`src/rtl/rxb_pkg.sv`:
```
package rxb_pkg;
  localparam int WORD_W = 32;
  localparam int RWC_W  = 5;  // record word count field width
  localparam int BYTE_W = 7;  // payload byte count width
  typedef logic [WORD_W-1:0] word_t;
endpackage

```
`src/rtl/rxb_rec_size.sv`:
```
module rxb_rec_size #(
  parameter int MAX_BYTES = 64
) (
  input  logic [rxb_pkg::BYTE_W-1:0] bytes,
  input  logic                       remote,
  input  logic                       fd,
  output logic [rxb_pkg::RWC_W-1:0]  rwcnt
);
  localparam int HDR_WORDS = 4;

  int nb;
  int words;

  always_comb begin
    nb = (int'(bytes) > MAX_BYTES) ? MAX_BYTES : int'(bytes);
    if (remote && !fd) words = HDR_WORDS;
    else               words = HDR_WORDS + (nb + 3) / 4;
    rwcnt = rxb_pkg::RWC_W'(words - 1);
  end
endmodule

```
`src/rtl/rxb_ram.sv`:
```
module rxb_ram #(
  parameter int DEPTH = 64,
  parameter int DW    = 32,
  localparam int AW   = $clog2(DEPTH)
) (
  input  logic          clk,
  input  logic          we,
  input  logic [AW-1:0] waddr,
  input  logic [DW-1:0] wdata,
  input  logic          re,
  input  logic [AW-1:0] raddr,
  output logic [DW-1:0] rdata
);
  logic [DW-1:0] mem [DEPTH];

  always_ff @(posedge clk) begin
    if (we) mem[waddr] <= wdata;
    if (re) rdata <= mem[raddr];
  end
endmodule

```
`src/rtl/rxb_rd_track.sv`:
```
module rxb_rd_track #(
  parameter int CW = 7,
  localparam int RW = rxb_pkg::RWC_W
) (
  input  logic          clk,
  input  logic          rst,
  input  logic          flush,
  input  logic          pop,
  input  logic [RW-1:0] q_len,     // length field of the word last read
  output logic          rd_last,
  output logic [CW-1:0] rec_words
);
  logic [RW-1:0] idx_q;
  logic [RW-1:0] len_q;
  logic          hdr_pend_q;
  logic [RW-1:0] len_eff;

  // The header length arrives one cycle after the first pop; records are
  // at least four words long, so it is known before the last pop.
  assign len_eff   = hdr_pend_q ? q_len : len_q;
  assign rd_last   = pop && (idx_q != '0) && (idx_q == len_eff);
  assign rec_words = CW'(len_eff) + CW'(1);

  always_ff @(posedge clk) begin
    if (rst || flush) begin
      idx_q      <= '0;
      len_q      <= '0;
      hdr_pend_q <= 1'b0;
    end else begin
      hdr_pend_q <= pop && (idx_q == '0);
      if (hdr_pend_q) len_q <= q_len;
      if (pop) idx_q <= rd_last ? '0 : idx_q + RW'(1);
    end
  end
endmodule

```
`src/rtl/rx_frame_buf.sv`:
```
module rx_frame_buf #(
  parameter int DEPTH     = 64,
  parameter int MAX_BYTES = 64,
  localparam int AW       = $clog2(DEPTH),
  localparam int CW       = AW + 1
) (
  input  logic        clk,
  input  logic        rst,
  input  logic        cmd_flush,
  input  logic        cmd_clr_ovr,
  input  logic        wr_valid,
  input  logic        wr_sof,
  input  logic [31:0] wr_data,
  input  logic [6:0]  wr_bytes,
  input  logic        wr_remote,
  input  logic        wr_fd,
  input  logic        rd_pop,
  output logic [31:0] rd_data,
  output logic        st_empty,
  output logic        st_full,
  output logic        st_ovr,
  output logic [CW-1:0] st_frames,
  output logic [CW-1:0] st_free,
  output logic [AW-1:0] st_wptr,
  output logic [AW-1:0] st_rptr,
  output logic [CW-1:0] st_size
);
  import rxb_pkg::*;
  localparam int RW = RWC_W;

  logic [AW-1:0] wptr_q, rptr_q;
  logic [CW-1:0] free_q, frames_q, free_n, frames_n;
  logic          full_q, empty_q, ovr_q;
  logic          wr_act_q;
  logic [RW-1:0] wr_off_q, wr_len_q;
  logic [RW-1:0] rec_rwcnt;
  logic          sof_ok, fits, ovf_evt, wr_first, wr_cont, commit;
  logic          ram_we;
  logic [AW-1:0] ram_waddr;
  word_t         ram_wdata, ram_q;
  logic          do_pop, rd_last, rd_zero_q;
  logic [CW-1:0] rd_words;

  rxb_rec_size #(.MAX_BYTES(MAX_BYTES)) u_size (
    .bytes(wr_bytes), .remote(wr_remote), .fd(wr_fd), .rwcnt(rec_rwcnt)
  );

  // ---------------- write side ----------------
  assign sof_ok   = wr_valid && wr_sof;
  assign fits     = (CW'(rec_rwcnt) + CW'(1)) <= free_q;
  assign ovf_evt  = sof_ok && !fits && !cmd_flush;
  assign wr_first = sof_ok && fits && !cmd_flush;
  assign wr_cont  = wr_valid && !wr_sof && wr_act_q && !cmd_flush;
  assign commit   = wr_cont && (wr_off_q == wr_len_q);

  assign ram_we    = wr_first || wr_cont;
  assign ram_waddr = wr_first ? wptr_q : wptr_q + AW'(wr_off_q);
  assign ram_wdata = wr_first ? {wr_data[WORD_W-1:RW], rec_rwcnt} : wr_data;

  always_ff @(posedge clk) begin
    if (rst || cmd_flush) begin
      wr_act_q <= 1'b0;
      wr_off_q <= '0;
      wr_len_q <= '0;
    end else if (sof_ok) begin
      wr_act_q <= fits;
      wr_off_q <= RW'(1);
      wr_len_q <= rec_rwcnt;
    end else if (wr_cont) begin
      wr_off_q <= wr_off_q + RW'(1);
      if (commit) wr_act_q <= 1'b0;
    end
  end

  // ---------------- storage ----------------
  rxb_ram #(.DEPTH(DEPTH), .DW(WORD_W)) u_ram (
    .clk(clk), .we(ram_we), .waddr(ram_waddr), .wdata(ram_wdata),
    .re(do_pop), .raddr(rptr_q), .rdata(ram_q)
  );

  // ---------------- read side ----------------
  assign do_pop = rd_pop && !empty_q && !cmd_flush;

  rxb_rd_track #(.CW(CW)) u_track (
    .clk(clk), .rst(rst), .flush(cmd_flush), .pop(do_pop),
    .q_len(ram_q[RW-1:0]), .rd_last(rd_last), .rec_words(rd_words)
  );

  always_ff @(posedge clk) begin
    if (rst)         rd_zero_q <= 1'b1;
    else if (rd_pop) rd_zero_q <= !do_pop;
  end

  assign rd_data = rd_zero_q ? '0 : ram_q;

  // ---------------- occupancy ----------------
  always_comb begin
    free_n   = free_q;
    frames_n = frames_q;
    if (rd_last) begin
      free_n   = free_n + rd_words;
      frames_n = frames_n - CW'(1);
    end
    if (commit) begin
      free_n   = free_n - (CW'(wr_len_q) + CW'(1));
      frames_n = frames_n + CW'(1);
    end
  end

  always_ff @(posedge clk) begin
    if (rst || cmd_flush) begin
      wptr_q   <= '0;
      rptr_q   <= '0;
      free_q   <= CW'(DEPTH);
      frames_q <= '0;
      full_q   <= 1'b0;
      empty_q  <= 1'b1;
    end else begin
      if (commit) wptr_q <= wptr_q + AW'(wr_len_q) + AW'(1);
      if (do_pop) rptr_q <= rptr_q + AW'(1);
      free_q   <= free_n;
      frames_q <= frames_n;
      full_q   <= (free_n == '0);
      empty_q  <= (frames_n == '0);
    end
  end

  always_ff @(posedge clk) begin
    if (rst)              ovr_q <= 1'b0;
    else if (ovf_evt)     ovr_q <= 1'b1;
    else if (cmd_clr_ovr) ovr_q <= 1'b0;
  end

  assign st_empty  = empty_q;
  assign st_full   = full_q;
  assign st_ovr    = ovr_q;
  assign st_frames = frames_q;
  assign st_free   = free_q;
  assign st_wptr   = wptr_q;
  assign st_rptr   = rptr_q;
  assign st_size   = CW'(DEPTH);

  // ---------------- assertions ----------------
  AST_FLUSH_CLEAN: assert property (@(posedge clk) disable iff (rst)
    cmd_flush |=> (st_empty && !st_full && st_frames == '0 && st_wptr == '0
                   && st_rptr == '0 && st_free == CW'(DEPTH)));
  AST_EMPTY_ALL_FREE: assert property (@(posedge clk) disable iff (rst)
    st_empty |-> st_free == CW'(DEPTH));
  AST_COMMIT_COUNT: assert property (@(posedge clk) disable iff (rst)
    (commit && !rd_last) |=> st_frames == $past(st_frames) + CW'(1));
  AST_FREE_BOUND: assert property (@(posedge clk) disable iff (rst)
    st_free <= CW'(DEPTH));
  AST_OVR_SET: assert property (@(posedge clk) disable iff (rst)
    ovf_evt |=> st_ovr);
  AST_OVR_HOLD: assert property (@(posedge clk) disable iff (rst)
    (st_ovr && !cmd_clr_ovr) |=> st_ovr);
  AST_OVR_CLR: assert property (@(posedge clk) disable iff (rst)
    (cmd_clr_ovr && !ovf_evt) |=> !st_ovr);
  AST_DROP_KEEP: assert property (@(posedge clk) disable iff (rst)
    (ovf_evt && !rd_last) |=> ($stable(wptr_q) && $stable(frames_q) && $stable(free_q)));
  AST_WPTR_AT_COMMIT: assert property (@(posedge clk) disable iff (rst)
    (!commit && !cmd_flush) |=> $stable(wptr_q));
  AST_EMPTY_POP_ZERO: assert property (@(posedge clk) disable iff (rst)
    (rd_pop && st_empty) |=> (rd_data == '0 && $stable(st_rptr)));
endmodule

```
`config.mk`:
```
export PLATFORM = sky130hd
export DESIGN_NAME = rx_frame_buf
export DESIGN_NICKNAME = d
export VERILOG_FILES = /design/src/rtl/rxb_pkg.sv /design/src/rtl/rxb_rec_size.sv /design/src/rtl/rxb_ram.sv /design/src/rtl/rxb_rd_track.sv /design/src/rtl/rx_frame_buf.sv
export SDC_FILE = /design/constraint.sdc
export NUM_CORES = 2
export LEC_CHECK = 0
export ABC_AREA = 0
export BUFFER_PORTS_ARGS = -buffer_cell sky130_fd_sc_hd__buf_4
export CORE_AREA = 2 2 389 391
export CTS_CLUSTER_DIAMETER = 40
export CTS_CLUSTER_SIZE = 8
export DETAILED_ROUTE_END_ITERATION = 10
export DIE_AREA = 0 0 391 393
export PLACE_DENSITY = 0.75
export SETUP_SLACK_MARGIN = 0.05
export SYNTH_ARGS = -nofsm -noshare
export SYNTH_HDL_FRONTEND = slang
export SYNTH_HIERARCHICAL = 1
export SYNTH_SLANG_ARGS = --single-unit
```
`constraint.sdc`:
```
create_clock -name clk -period 6.3 [get_ports clk]
set_clock_uncertainty 0.2 [all_clocks]
set_input_delay 0 -clock clk [delete_from_list [all_inputs] [get_ports clk]]
set_output_delay 0 -clock clk [all_outputs]
set_load 0.02 [all_outputs]
```
; ---- Word level (Yosys, flattened, before mapping)
; Memories as Yosys holds them, arrays and structs flattened. A register that Yosys moved wholly into a read port is not among the register bits.
; Index checks and enable logic that the tools add are counted.
[word_totals]
register_bits = 52
ramBits = 2048
inputBits = 48
wordCells = 91
memories = 1
[memory_table]
columns = name, words, width, read_ports, rd_ports_with_merged_regs, write_ports, line
row1 = u_ram.mem, 64, 32, 1, 1, 1, rxb_ram.sv:14  ; logic [DW-1:0] mem [DEPTH];
[classes]
n_addsub = 17
magnitude_cmp = 2
eq_ne = 2
mux = 20
bitwise_logic = 1
n_reduce_logical = 33
[ops]
columns = operator, count
row1 = 7-bit 2-to-1 mux, 5
row2 = 32-bit 2-to-1 mux, 1
row3 = 5-bit 2-to-1 mux, 4
row4 = 5-bit by 1-bit adder with 6-bit output (second input constant), 3
row5 = 1-bit logical AND, 15
row6 = 7-bit logical NOT, 2
row7 = 6-bit by 1-bit adder with 6-bit output (second input constant), 2
row8 = 6-bit by 5-bit adder with 6-bit output, 2
row9 = 5-bit by 1-bit adder with 5-bit output (second input constant), 2
row10 = 5-bit == test, 2
row11 = 1-bit 2-to-1 mux, 9
row12 = 7-bit by 1-bit adder with 7-bit output (second input constant), 1
row13 = 7-bit by 2-bit adder with 7-bit output (second input constant), 1
row14 = 7-bit adder, 1
row15 = 7-bit greater-than comparator (second input constant), 1
row16 = 6-bit by 7-bit <= comparator with 1-bit output, 1
row17 = 7-bit by 1-bit subtractor with 7-bit output (second input constant), 1
row18 = 7-bit by 6-bit subtractor with 7-bit output, 1
row19 = 1-bit logical NOT, 6
row20 = 6-bit 2-to-1 mux, 1
row21 = 2-bit nonzero test, 3
row22 = 4-bit by 5-bit adder with 5-bit output (first input constant), 1
row23 = 5-bit by 1-bit adder with 5-bit output, 1
row24 = 5-bit logical NOT, 1
row25 = other kinds (6), 8

; ---- Depth between registers and ports, before layout
[logic_depth]
word_depth = 16
mapped_depth = 21

; ---- Cells and area by module
; Netlist, hierarchy kept.
[by_module_without_submodules]
columns = module, n_inst, cells_per_inst, area_each_um2, seq_area_each_um2
row1 = rxb_ram, 1, 3324, 78835.6, 62459.9
row2 = rx_frame_buf, 1, 426, 3518.4, 820.8
row3 = rxb_rd_track, 1, 66, 660.6, 220.2
row4 = rxb_rec_size, 1, 31, 229.0, 0.0

; ---- Least setup slack after synthesis
; Ideal clock, no wire load.
[synth_timing]
path_type = input to register
startpoint = input port wr_bytes[0]
endpoint = memory u_ram.mem[48][0] (enable)
t_arrival_ns = 5.919
t_required_ns = 5.639
setup_slack_ns = -0.280
stages = 20
path_buffers = 2
cell_sequence = o211a_4 -> nand2_1 -> xor2_1 -> nor2_1 -> ha_1 -> or3_1 -> a21oi_1 -> nand3_1 -> xnor2_1 -> ha_1 -> a21o_1 -> a21o_1 -> o221ai_1 -> nand2_1 -> clkbuf_1 -> mux2_2 -> clkbuf_1 -> nor2b_1 -> nand4b_1 -> nor3_1
[synth_via]
elab_cells_between_ends = 17
[synth_lines]
columns = element, line
row1 = "start, declared", rx_frame_buf.sv:14  ; input logic [6:0] wr_bytes,
row2 = 7-bit greater-than comparator, rxb_rec_size.sv:15  ; nb = (int'(bytes) > MAX_BYTES) ? MAX_BYTES : int'(bytes);
row3 = 7-bit 2-to-1 mux *, rxb_rec_size.sv:15
row4 = 7-bit by 2-bit adder with 7-bit output *, rxb_rec_size.sv:17  ; else words = HDR_WORDS + (nb + 3) / 4;
row5 = 2-bit OR reduction (no line), -
row6 = 1-bit bitwise AND (no line), -
row7 = 5-bit by 1-bit adder with 5-bit output (no line) *, -
row8 = 4-bit by 5-bit adder with 5-bit output *, rxb_rec_size.sv:17
row9 = 5-bit 2-to-1 mux *, rxb_rec_size.sv:16  ; if (remote && !fd) words = HDR_WORDS;
row10 = 5-bit by 2-bit subtractor with 5-bit output *, rxb_rec_size.sv:18  ; rwcnt = rxb_pkg::RWC_W'(words - 1);
row11 = net rec_rwcnt[3], rx_frame_buf.sv:36  ; logic [RW-1:0] rec_rwcnt;
row12 = 5-bit by 1-bit adder with 6-bit output *, rx_frame_buf.sv:50  ; assign fits = (CW'(rec_rwcnt) + CW'(1)) <= free_q;
row13 = 6-bit by 7-bit <= comparator with 1-bit output *, rx_frame_buf.sv:50
row14 = 1-bit logical AND * (2 in series), rx_frame_buf.sv:52  ; assign wr_first = sof_ok && fits && !cmd_flush;
row15 = 6-bit 2-to-1 mux *, rx_frame_buf.sv:57  ; assign ram_waddr = wr_first ? wptr_q : wptr_q + AW'(wr_off_q);
row16 = net ram_waddr[3], rx_frame_buf.sv:39  ; logic [AW-1:0] ram_waddr;
row17 = "end, declared", rxb_ram.sv:14
; The timed path passes the listed nets; every way through them passes the cells marked *.

; ---- Worst setup path after layout
[layout_timing]
startpoint = input port wr_bytes[2]
endpoint = memory u_ram.mem[13][15] (enable)
; Same word-level chain as after synthesis.

==> out/results.ini <==
[status]
status=completed

[sta]
period_needed_ps=6100
rsz0062_at_grt=yes
relSlewSlack_pct=18.0
whs_ps=31.5
timing.fmax_ghz=0.164
fin_crit_sh_pct=96.8
finalHoldViolCount=0
drv_slew=0
final-setup-viol-count=0
worst_slew_pin_slew_ps=1230

[finish]
fin_area_um2=97700
final_common_cell=edfxtp_1
area_growth_pct=17.3
regArea_um2=63500
fin_nets=4436
layout-drive-gt1-share_pct=29.9
fill_cells=8979
final_util_pct=65.4
stdcell_count=6360
multiInputGateArea_um2=19100
final_cell_mix=edfxtp_1, mux4_2, clkbuf_16

[hold_path]
hold_class=in2reg
min_from=wr_data[5]

[global_route]
use_met3_pct=5.94
grt_max_degree=112
grt_antenna_before_repair=8
grt_pass1_wl_um=314000
use_met2_pct=45.4
grt_remaining_overflow=0
grt_pass1_vias=44000
grt.busiest_layer=met2
grt_usage_pct=28.8
use_met1_pct=39.6

[worst_setup_path]
cpPeakStageDelay_ps=590
critPathMaxFanout=19
arrival_ps=6490
slowest_stage=dlygate4sd3_1
crit_path_frequent_cell=buf_4
regToRegStartpoint=u_track/hdr_pend_q
start_kind=input port
cp-end-kind=flip-flop
path_class=in2reg
startpoint=wr_bytes[2]
cp.required_ps=6690
crit_family=buffers and inverters
path_buf_inv=8

[job]
max_cap_violations=0

[synth]
synthCells=3847
synth_ff_type=edfxtp_1
ys_ff_latch=2132
async_flop_share_pct=0
synth_cell_type_count=80
yosys_warnings=6
syn_area_per_cell_um2=21.6
syn_area_um2=83200
synth-edff-count=2080
ys_seq_area_share_pct=76.3

[placed_design]
dp_hpwl_um=118000
dp.cells=5832
port_buffers=108
place_area_um2=87700
globalplace.congestion=0.903

[floorplan]
core_um2=149000
die_h_um=393
fp-row-count=142
die_w_um=391
ios=116
start_util_pct=55.8
design.die.area_um2=154000

[detailed_routing]
vias=43500
drt_pass1_iterations=8
viasPerCell=6.84
antenna_left=0
drt-wirelength-per-cell_um=34.4
remaining_drc_errors=0
postRouteWirelength_um=219000
first_iter_violations=6649

[clocking]
insertion_delay_ps=920
cts_tree=built
h-tree-depth=5
cts-buffers-inserted=325
cts_root_buf=clkbuf_16
cts_buffer_depth=4
clkSlewWorstSetupHoldPaths_ps=50
cts.sink_count=2132

[power_and_ir_drop]
ir_drop_mv=0.252
switching_power_mw=6.10
p_per_area_nw_per_um2=320
finalPower_mw=31.2
seqPwrFrac_pct=50.0
p_leak_nw=30.3
power.share.clock_pct=48.4
netSwitchingFraction_pct=19.5
p_int_mw=25.1
combPwrFrac_pct=1.6

==> sequential cells by signal, indices dropped and copies added, names as in the netlist, 5 cells and up <==
register / cells
u_ram/rdata: 32
st_free: 7
st_wptr: 6
wr_off_q: 5
wr_len_q: 5
u_track/idx_q: 5
st_frames: 7
u_track/len_q: 5
st_rptr: 6
u_ram/mem: 2048
==> power groups by stage <==
| stage | Combinational (mW) | Sequential, mW | Clock (mW) |
|---|---|---|---|
| final | 0.491 | 15.6 | 15.1 |
| after global routing | 0.522 | 15.6 | 15.8 |
| after CTS | 0.487 | 15.6 | 15.2 |
| after detailed placement | 0.445 | 15.9 | 0 |
| after global placement | 0.432 | 15.9 | 0 |
| after floorplan | 0.129 | 15.9 | 0 |
==> cells in the mapped netlist (all sizes together) (36+ instances only) <==
library cell  number  area (um2)
nand2             55         209
nor2b             53         332
a21oi             87         435
buf              124         726
dfxtp             52        1040
xnor2             36         323
o22ai             87         544
edfxtp          2080       62500
mux4             544       12300
nor2             185         694
mux2i            109        1130
ha                37         463
clkbuf            89         335
==> final timing paths <==
path                       end  slack (ps)  depth (start not counted)
max          u_ram/mem[13][15]         200                         25
min           u_ram/mem[43][5]          30                          2
max reg2reg            st_full        1800                         15
min reg2reg   u_track/len_q[1]         380                          2
==> cell type report <==
| cell class | instances | area share [%] |
|---|---|---|
| multi-input cells | 1473 | 19.5 |
| repair buffers | 381 | 3.90 |
| inverters | 34 | 0.131 |
| clock buffers | 366 | 8.64 |
| diodes | 5 | 0.0128 |
| well taps | 1944 | 2.49 |
| flip-flops and latches | 2132 | 65.0 |
| clock inverters | 25 | 0.259 |
==> what timing repair did <==
item                                     CTS  global route
buffers inserted                           0            65
hold buffers                              67             0
gates resized for setup                    0            11
endpoints found under the hold margin   2066             0
endpoints found under the setup margin     0           960
==> per-stage QoR <==
stage / setup TNS [ps] / setup WS (ps)
6_report: 0 / 203
5_1_grt: -798 / -39.1
4_1_cts: 0 / 152
3_5_place_dp: 0 / 613
3_3_place_gp: 0 / 727
2_1_floorplan: 0 / 277
==> worst reg2reg max path: stages (launching register included) <==
cell and delay [ps]:
dfxtp_1 580, mux2i_4 380, xnor2_1 140, nor4_4 450, and2_1 190, buf_4 280
mux2i_1 270, inv_1 90, ha_1 230, fa_1 420, a21o_1 180, a21oi_1 220
nand2b_1 140, nand4b_1 120, xnor3_1 210, nor4_1 260
==> layer usage <==
metal  share of wire, %  vias to the layer above
li1                   -                    17000
met1                 36                    22600
met2                 48                     3385
met3                 11                      533
met4                4.4                        0
met5                  0                        -
==> logic make-up after synthesis <==
| logic type | synth area share, % |
|---|---|
| XOR/XNOR | 0.624 |
| other | 0.0135 |
| adder cells (fa/ha/maj) | 0.652 |
| AO/OA/AOI/OAI | 2.31 |
| AND/OR/NAND/NOR | 2.47 |
| buffers and inverters | 1.43 |
| flip-flops | 76.3 |
| multiplexers | 16.2 |
No activity file was read; power rests on OpenSTA's default activity.
